### src/rtl/fuse_prog_seq.sv
module fuse_prog_seq #(
  parameter int KEY_W    = 256,
  parameter int USER_W   = 32,
  parameter int LO_W     = 8,
  parameter int CTRL_W   = 6,
  parameter int ID_W     = 32,
  parameter int ID_READS = 3
) (
  input  logic              clk,
  input  logic              rst_n,
  input  logic              start,
  input  logic              wr_en,
  input  logic              unsafe_ok,
  input  logic              req_key_en,
  input  logic [KEY_W-1:0]  req_key,
  input  logic              req_uhi_en,
  input  logic [USER_W-1:0] req_user,
  input  logic [CTRL_W-1:0] req_ctrl,
  output logic              id_rd,
  input  logic [ID_W-1:0]   id_data,
  output logic              cfg_rst,
  output logic              fz_rd,
  output logic              fz_pgm,
  output logic [2:0]        fz_sel,
  output logic [KEY_W-1:0]  fz_wdata,
  input  logic [KEY_W-1:0]  fz_rdata,
  input  logic              fz_ok,
  output logic              busy,
  output logic              done,
  output logic [2:0]        result,
  output logic [CTRL_W+2:0] plan,
  output logic [KEY_W-1:0]  out_key,
  output logic [USER_W-1:0] out_user
);
  localparam int HI_W  = USER_W - LO_W;
  localparam int CNT_W = (ID_READS > 5) ? $clog2(ID_READS) : 3;
  localparam int F_RDK = 0, F_RDU = 1, F_WDKU = 2, F_WDC = 3;
  localparam logic [2:0] RC_SAME = 3'd0, RC_OK = 3'd1, RC_BAD = 3'd2,
                         RC_TEST = 3'd3, RC_KU = 3'd4, RC_CTL = 3'd5;

  typedef enum logic [2:0] {S_IDLE, S_ID, S_CRST, S_RD, S_CHK, S_PGM} st_t;
  st_t st;
  logic [CNT_W-1:0]  cnt;
  logic [ID_W-1:0]   id_ref;
  logic              id_bad, ku_fail;
  logic [KEY_W-1:0]  cur_key;
  logic [HI_W-1:0]   cur_uhi;
  logic [LO_W-1:0]   cur_ulo;
  logic [CTRL_W-1:0] cur_ctrl;
  logic [4:0]        do_op;

  wire [CTRL_W-1:0] ctrl_add = req_ctrl & ~cur_ctrl;
  wire blank    = ~|cur_key & ~|cur_uhi & ~|cur_ulo & ~|cur_ctrl;
  wire key_need = req_key_en & ((cur_key != req_key) | (cur_ulo != req_user[LO_W-1:0]));
  wire uhi_need = req_uhi_en & (cur_uhi != req_user[USER_W-1:LO_W]);
  wire any_w    = key_need | uhi_need | (|ctrl_add);
  wire lock_ku  = cur_ctrl[F_RDK] | cur_ctrl[F_RDU] | cur_ctrl[F_WDKU];
  wire bad_key  = key_need & ~blank & (lock_ku | (|cur_key) | (|cur_ulo));
  wire bad_uhi  = uhi_need & ~blank & (lock_ku | (|cur_uhi));
  wire bad_ctl  = (|ctrl_add) & cur_ctrl[F_WDC];
  wire leak_key = key_need & ~unsafe_ok & ~req_ctrl[F_RDK];
  wire refuse   = bad_key | bad_uhi | bad_ctl | leak_key | (any_w & ~wr_en);
  wire id_fail  = id_bad | ~id_data[0] | ((cnt != '0) & (id_data != id_ref));
  wire last_id  = cnt == CNT_W'(ID_READS - 1);

  assign busy     = st != S_IDLE;
  assign id_rd    = st == S_ID;
  assign cfg_rst  = st == S_CRST;
  assign fz_rd    = st == S_RD;
  assign fz_pgm   = (st == S_PGM) & do_op[cnt[2:0]];
  assign out_key  = cur_ctrl[F_RDK] ? '0 : cur_key;
  assign out_user = cur_ctrl[F_RDU] ? '0 : {cur_uhi, cur_ulo};

  always_comb begin
    fz_sel   = cnt[2:0];
    fz_wdata = '0;
    if (st == S_PGM) begin
      case (cnt[2:0])
        3'd0:    begin fz_sel = 3'd4; fz_wdata = '1; end
        3'd1:    begin fz_sel = 3'd0; fz_wdata = req_key; end
        3'd2:    begin fz_sel = 3'd2; fz_wdata = KEY_W'(req_user[LO_W-1:0]); end
        3'd3:    begin fz_sel = 3'd1; fz_wdata = KEY_W'(req_user[USER_W-1:LO_W]); end
        default: begin fz_sel = 3'd3; fz_wdata = KEY_W'(ctrl_add); end
      endcase
    end
  end

  always_ff @(posedge clk or negedge rst_n) begin
    if (!rst_n) begin
      st <= S_IDLE; cnt <= '0; id_ref <= '0; id_bad <= 1'b0; ku_fail <= 1'b0;
      cur_key <= '0; cur_uhi <= '0; cur_ulo <= '0; cur_ctrl <= '0;
      do_op <= '0; done <= 1'b0; result <= RC_SAME; plan <= '0;
    end else begin
      done <= 1'b0;
      case (st)
        S_IDLE: if (start) begin
          st <= S_ID; cnt <= '0; id_bad <= 1'b0; ku_fail <= 1'b0;
        end
        S_ID: begin
          if (cnt == '0) id_ref <= id_data;
          id_bad <= id_fail;
          cnt <= cnt + 1'b1;
          if (last_id) begin
            cnt <= '0;
            if (id_fail) begin
              st <= S_IDLE; done <= 1'b1; result <= RC_BAD; plan <= '0;
            end else st <= S_CRST;
          end
        end
        S_CRST: st <= S_RD;
        S_RD: begin
          case (cnt[1:0])
            2'd0: cur_key  <= fz_rdata;
            2'd1: cur_uhi  <= fz_rdata[HI_W-1:0];
            2'd2: cur_ulo  <= fz_rdata[LO_W-1:0];
            default: cur_ctrl <= fz_rdata[CTRL_W-1:0];
          endcase
          cnt <= cnt + 1'b1;
          if (cnt == CNT_W'(3)) begin st <= S_CHK; cnt <= '0; end
        end
        S_CHK: begin
          plan <= {ctrl_add, key_need, uhi_need, key_need};
          if (refuse || !any_w) begin
            st <= S_IDLE; done <= 1'b1; result <= refuse ? RC_BAD : RC_SAME;
          end else begin
            st <= S_PGM; cnt <= '0;
            do_op <= {|ctrl_add, uhi_need, key_need, key_need, blank};
          end
        end
        S_PGM: begin
          cnt <= cnt + 1'b1;
          if (fz_pgm && !fz_ok && cnt == '0) begin
            st <= S_IDLE; done <= 1'b1; result <= RC_TEST;
          end else if (cnt == CNT_W'(4)) begin
            st <= S_IDLE; done <= 1'b1;
            result <= (fz_pgm && !fz_ok) ? RC_CTL : (ku_fail ? RC_KU : RC_OK);
          end else if (fz_pgm && !fz_ok) ku_fail <= 1'b1;
        end
        default: st <= S_IDLE;
      endcase
    end
  end

  p_pgm_enabled_r7: assert property (@(posedge clk) disable iff (!rst_n)
    fz_pgm |-> wr_en);
  p_key_guard_r6: assert property (@(posedge clk) disable iff (!rst_n)
    (fz_pgm && fz_sel == 3'd0) |-> (unsafe_ok || req_ctrl[F_RDK]));
  p_flag_lock_r8: assert property (@(posedge clk) disable iff (!rst_n)
    (fz_pgm && fz_sel == 3'd3) |-> !cur_ctrl[F_WDC]);
  p_one_access_r2: assert property (@(posedge clk) disable iff (!rst_n)
    $onehot0({id_rd, cfg_rst, fz_rd, fz_pgm}));
  p_done_pulse_r2: assert property (@(posedge clk) disable iff (!rst_n)
    done |=> !done);
  p_code_range_r9: assert property (@(posedge clk) disable iff (!rst_n)
    done |-> result <= RC_CTL);
endmodule

### config.mk
export PLATFORM = sky130hd
export DESIGN_NAME = fuse_prog_seq
export DESIGN_NICKNAME = d
export VERILOG_FILES = /design/src/rtl/fuse_prog_seq.sv
export SDC_FILE = /design/constraint.sdc
export NUM_CORES = 1
export LEC_CHECK = 0
export ABC_AREA = 1
export BUFFER_PORTS_ARGS = -buffer_cell sky130_fd_sc_hd__buf_2
export CAP_MARGIN = 20
export CORE_AREA = 2 2 447 449
export DETAILED_ROUTE_END_ITERATION = 6
export DIE_AREA = 0 0 449 451
export GPL_TIMING_DRIVEN = 0
export PLACE_DENSITY_LB_ADDON = 0.05
export SYNTH_ARGS = -nofsm -noshare
export SYNTH_HDL_FRONTEND = slang
export SYNTH_SLANG_ARGS = --single-unit
export TNS_END_PERCENT = 1
### constraint.sdc
create_clock -name clk -period 4.6 [get_ports clk]
set_input_delay 0.69 -clock clk [delete_from_list [all_inputs] [get_ports clk]]
set_output_delay 0.69 -clock clk [all_outputs]
set_load 0.1 [all_outputs]
# --- Yosys cells after proc, flatten, opt, wreduce, memory -nomap -nowiden ---
# Index checks and enable logic that the tools add are counted.
word_totals:
  input_bits: 590
  out_inout_bits: 565
  register_bits: 352
  wordCells: 160
classes:
  eq_ne: 25
  addsub: 1
  bitwise_logic: 38
  mux: 45
  n_reduce_logical: 37
  magnitude_cmp: 1
op_table:
  columns: ["operator", "count"]
  rows:
  - ["256-bit case mux with 4 select lines", 1]
  - ["256-bit 2-to-1 mux", 2]
  - ["256-bit inequality test", 1]
  - ["256-bit OR reduction", 1]
  - ["3-bit 2-to-1 mux", 18]
  - ["32-bit 2-to-1 mux", 1]
  - ["32-bit inequality test", 1]
  - ["24-bit inequality test", 1]
  - ["24-bit OR reduction", 1]
  - ["9-bit 2-to-1 mux", 2]
  - ["3-bit case mux with 6 select lines", 1]
  - ["9-bit case mux with 2 select lines", 1]
  - ["1-bit AND", 15]
  - ["3-bit case mux with 5 select lines", 1]
  - ["1-bit OR", 14]
  - ["2-bit AND reduction", 7]
  - ["3-bit by 2-bit == test with 1-bit output (second input constant)", 4]
  - ["3-bit case mux with 4 select lines", 1]
  - ["6-bit OR reduction", 2]
  - ["1-bit 2-to-1 mux", 10]
  - ["2-bit inequality test (second input constant)", 5]
  - ["5-bit AND reduction", 2]
  - ["3-bit == test (second input constant)", 3]
  - ["3-bit case mux with 3 select lines", 1]
  - ["other kinds (27)", 51]

# --- Longest topological paths before layout ---
logic_depth:
  word_depth: 15
  mapped_depth: 19
  depth_no_buf: 19

# --- Worst setup path before layout ---
# No wires, ideal clock.
synth_path:
  path_type: "reg2out"
  startpoint: "register cnt[1]"
  endpoint: "output fz_wdata[140]"
  n_path_buf: 2
  arrival_time_ns: 3.912
  path_slack_ns: -0.002
  path_stages_with_launch: 9
  required_ns: 3.910
  path_cell_list: "dfrtp_1 inv_1 ha_1 inv_1 nor2_1 nand2_1 clkbuf_1 clkbuf_1 o21ai_0"
synth_via:
  elab_chain_cells: 3
  elab_cells_between_ends: 6
  cone_classes: "eq/ne: 3; mux: 2; reduce/logical: 1"
synth_lines:
  columns: ["item", "line", "text"]
  rows:
  - ["start: declaration", "43", "logic [CNT_W-1:0] cnt;"]
  - ["start signal: assignment", "102", "cnt <= cnt + 1'b1;"]
  - ["start signal: assignment", "118", "cnt <= cnt + 1'b1;"]
  - ["start signal: assignment", "131", "cnt <= cnt + 1'b1;"]
  - ["3-bit by 2-bit == test with 1-bit output, or another cell as far along", "78", "case (cnt[2:0])"]
  - ["256-bit case mux with 4 select lines (*)", "78", null]
  - ["256-bit 2-to-1 mux (*)", "77", "if (st == S_PGM) begin"]
  - ["end: declaration", "25", "output logic [KEY_W-1:0] fz_wdata,"]
# Mark *: on every way between the ends. The rest lies on a longest branch, timed or not.

# --- Worst setup path in the final report ---
layout_path:
  startpoint: "register cnt[2]"
  endpoint: "output fz_wdata[19]"
# Same word-level chain as after synthesis.

==> results.md <==
- Comb pwr share: 68.0%
- CTS tree: done
- Share of the synthesized area in the top cell type: 38.2%
- Initial core utilization: 11.6%
- Reg clk slew, reported paths: 0.06 ns
- Synth warn: 0
- Number of synthesized flops with an enable pin: 0
- Worst skew pair latency: 0.71 ns
- Hold depth: 3
- Area growth syn-to-layout: 52.4%
- Peak supply drop: approximately 380 uV
- Crit path kind: flop to output port
- Minimum clock period: ~4.5 ns
- Final hold vios: 0
- Vias in the first global route: about 30,000
- Setup WS post-layout: around 0.12 ns
- Crit path DAT: about 3.8 ns
- Register area: 8760 um2
- Mean Syn Cell Area: approximately 6.5 um2
- Area contributors post-synth: dfrtp_1 38%, nand2_1 13%, nor2_1 12%, inv_1 9.3%, o21ai_0 6.3%
- Initial drt markers: 1,542
- Period utilisation layout: between 90% and 100%
- CP Data Required Time: 3.91 ns
- Layout cell share with drive strength beyond 1: 28.7%
- Sequential-to-total area share from yosys stat: a little under two fifths
- Die Width: between 400 and 500 um
- Unrepaired setup endpoints after global routing: yes
- Overall routing resource usage: 18.6%
- Measured slew at the worst slew-check pin: 0.977 ns
- CTS max path bufs: 3
- Drt first pass iters: 5
- DIE AREA: 202,000 um2
- # clock sinks: 350
- Internal: between 0.01 and 0.015 W
- Max incr delay on CP: 0.70 ns
- Drt wl/cell: 26.0 um
- Asr flop ratio synth: 100%
- Yosys cell types: 39
- Most frequent CP cell: clkbuf_1
- Clock group share of total power: ~15%
- WL met3: 9890 um
- Yosys reg bits: 350
- Outcome: complete, no violations
- Worst-path maximum fanout: 10
- R2R cell count: 18
- Core footprint: 198,000 um2
- Buffers on Ports: 1,154
- Die Span Y: 451 um
- Multi-input logic area: 11,400 um2
- I/O Pins: roughly 1,200
- Hold slack: 0.230 ns
- Post-Syn Area: about 23,000 um2
- Largest net degree at the start of global routing: 87
- Crit path cell chain: inv_1 -> ha_1 -> clkbuf_1 -> clkbuf_1 -> a221oi_1 -> nor2_1 -> buf_2
- Tightest Hold Check Type: primary input to flop
- Ys flop type: dfrtp_1
- CP Launch Type: flop
- Switch Pwr: 0.0218 W
- DR vias: 28,500
- Gr ovfl total: 0
- Net Sw Frac: 65.4%
- Leakage: 18.9 nW
- Mapped Cells: about 3,500
- CTS Buf Count: 57
- Worst Clk Skew: 0.0275 ns
- Initial antenna violation count: roughly 140
- Placement-stage worst setup slack: -0.989 ns
- Synthesized net count: 4,145
- Max-slew violations: 0
- Most common cell in the netlist: nand2_1
- Cell Rows: 164
- M1 WL: about 79,000 um
- CP Capture Type: output port
- First-pass GRT wire length: roughly 260,000 um
- Rel. slew slack: 34.6%
- DRC Markers: 0
- Hpwl dp: ~170,000 um
- DR WL met2: between 100,000 and 150,000 um
- Max Clock Freq: 0.223 GHz
- Commonest cells in the netlist: 800 x nand2_1, 721 x nor2_1, 570 x inv_1, 350 x dfrtp_1, 290 x o21ai_0
- Final WL: 195,000 um
- Pwr dens: 953 nW/um2
- Max-cap viol count: 0
- Layout Nets: 5,372
- CTS H-tree depth: 2
- Antenna viol nets, final: 0
- # fillers: around 23,000
- Top layer in use: met5
- Final setup fails: 0
- Via density: 3.79
- CTS root buf: clkbuf_16
- Dominant cell type by area after synthesis: dfrtp_1
- Final RePlAce weighted congestion: 0.857
- Seq pwr share: 17.3%
- Total power: 0.0333 W
- Critical-path top delay cell: clkbuf_1
[power by group through the flow]
stage	sequential (W)	clock (W)	combinational, W
final	0.00576	0.00492	0.0227
after global routing	0.00597	0.00525	0.0239
after CTS	0.00579	0.00515	0.0230
after detailed placement	0.00582	0	0.0226
after global placement	0.00586	0	0.0226
after floorplan	0.00572	0	0.0182
[final timing paths]
| path | from | endpoint | slack (ns) |
|---|---|---|---|
| max | cnt[2] | fz_wdata[19] | 0.12 |
| max in group asynchronous | rst_n | cur_key[154] | 2.29 |
| min | fz_rdata[190] | cur_key[190] | 0.23 |
| max reg2reg | cur_ulo[3] | cnt[2] | 1.32 |
| min in group asynchronous | rst_n | cur_uhi[17] | 0.53 |
| min reg2reg | cur_ctrl[4] | cur_ctrl[4] | 0.49 |
[worst max-delay path, delay by kind of cell, from the launching register on]
family | cells | cell delay, ns
adders and majority gates | 1 | 0.18
DFF | 1 | 0.49
AOI/OAI and AO/OA | 1 | 0.31
and+or+nand+nor | 1 | 0.15
buffers and inverters | 4 | 1.93
[through the flow]
stage	util [%]	instance area, um2	std cells	TNS, ns
after detailed placement	16.3	32300	7370	-136.09
after floorplan	-	22900	3548	-0.167
after global placement	16.2	32000	7358	-2992.40
final	17.6	35000	7506	0
after global routing	17.6	34900	7490	-0.154
after CTS	17.6	34900	7477	-0.0314
[routing by layer]
layer,GRT usage (%),vias to the layer above
met2,34.3,955
met1,21.7,13600
met4,4.31,68
met3,4.15,336
met5,0,-
li1,-,13600
[area by class of cell]
cell class	instances	area share [%]
sequential	350	25.1
timing repair buffer	1168	18.7
antenna	29	0.208
clock buffer	86	4.82
tap	2656	9.51
multi-input combinational	2458	32.5
inverter	575	6.17
buffer	165	2.12
clock inverter	19	0.956
[timing repair]
item	in CTS	in global routing
pin swaps	1	0
hold endpoints to repair	52	0
buffers inserted	1	0
hold buffers	1	0
resized for setup	194	19
setup endpoints to repair	251	125
[registers in the layout, indices dropped and copies added, names as in the netlist]
signal and flops:
cur_uhi 24, do_op 4, ku_fail 1, cnt 3, cur_ulo 8, cur_key 256
id_bad 1, plan 8, done 1, result 3, st 3, cur_ctrl 6
id_ref 32
[placed cells by master, fill, tap and decap left out, types with 28 or more instances in the layout]
cell type and instances:
o21ai_0 283, buf_6 35, nand3_1 55, inv_1 568
buf_4 94, xnor2_1 59, nand2_1 798, diode_2 29
dfrtp_1 350, clkbuf_1 105, a21oi_1 245, clkbuf_16 58
nand4_1 136, a221oi_1 28, buf_2 1068, nor2_1 719
xor2_1 39
[logic make-up after synthesis]
logic type	count (synthesis)	synth area share [%]
xor gates and xnor gates	98	3.74
buffers and inverters	740	12.4
and+or+nand+nor	1756	31.0
adders and majority gates	7	0.382
AOI/OAI and AO/OA	576	13.2
DFF	350	38.2
muxes	21	1.03
Note: power is estimated with default switching activity, not from simulation.
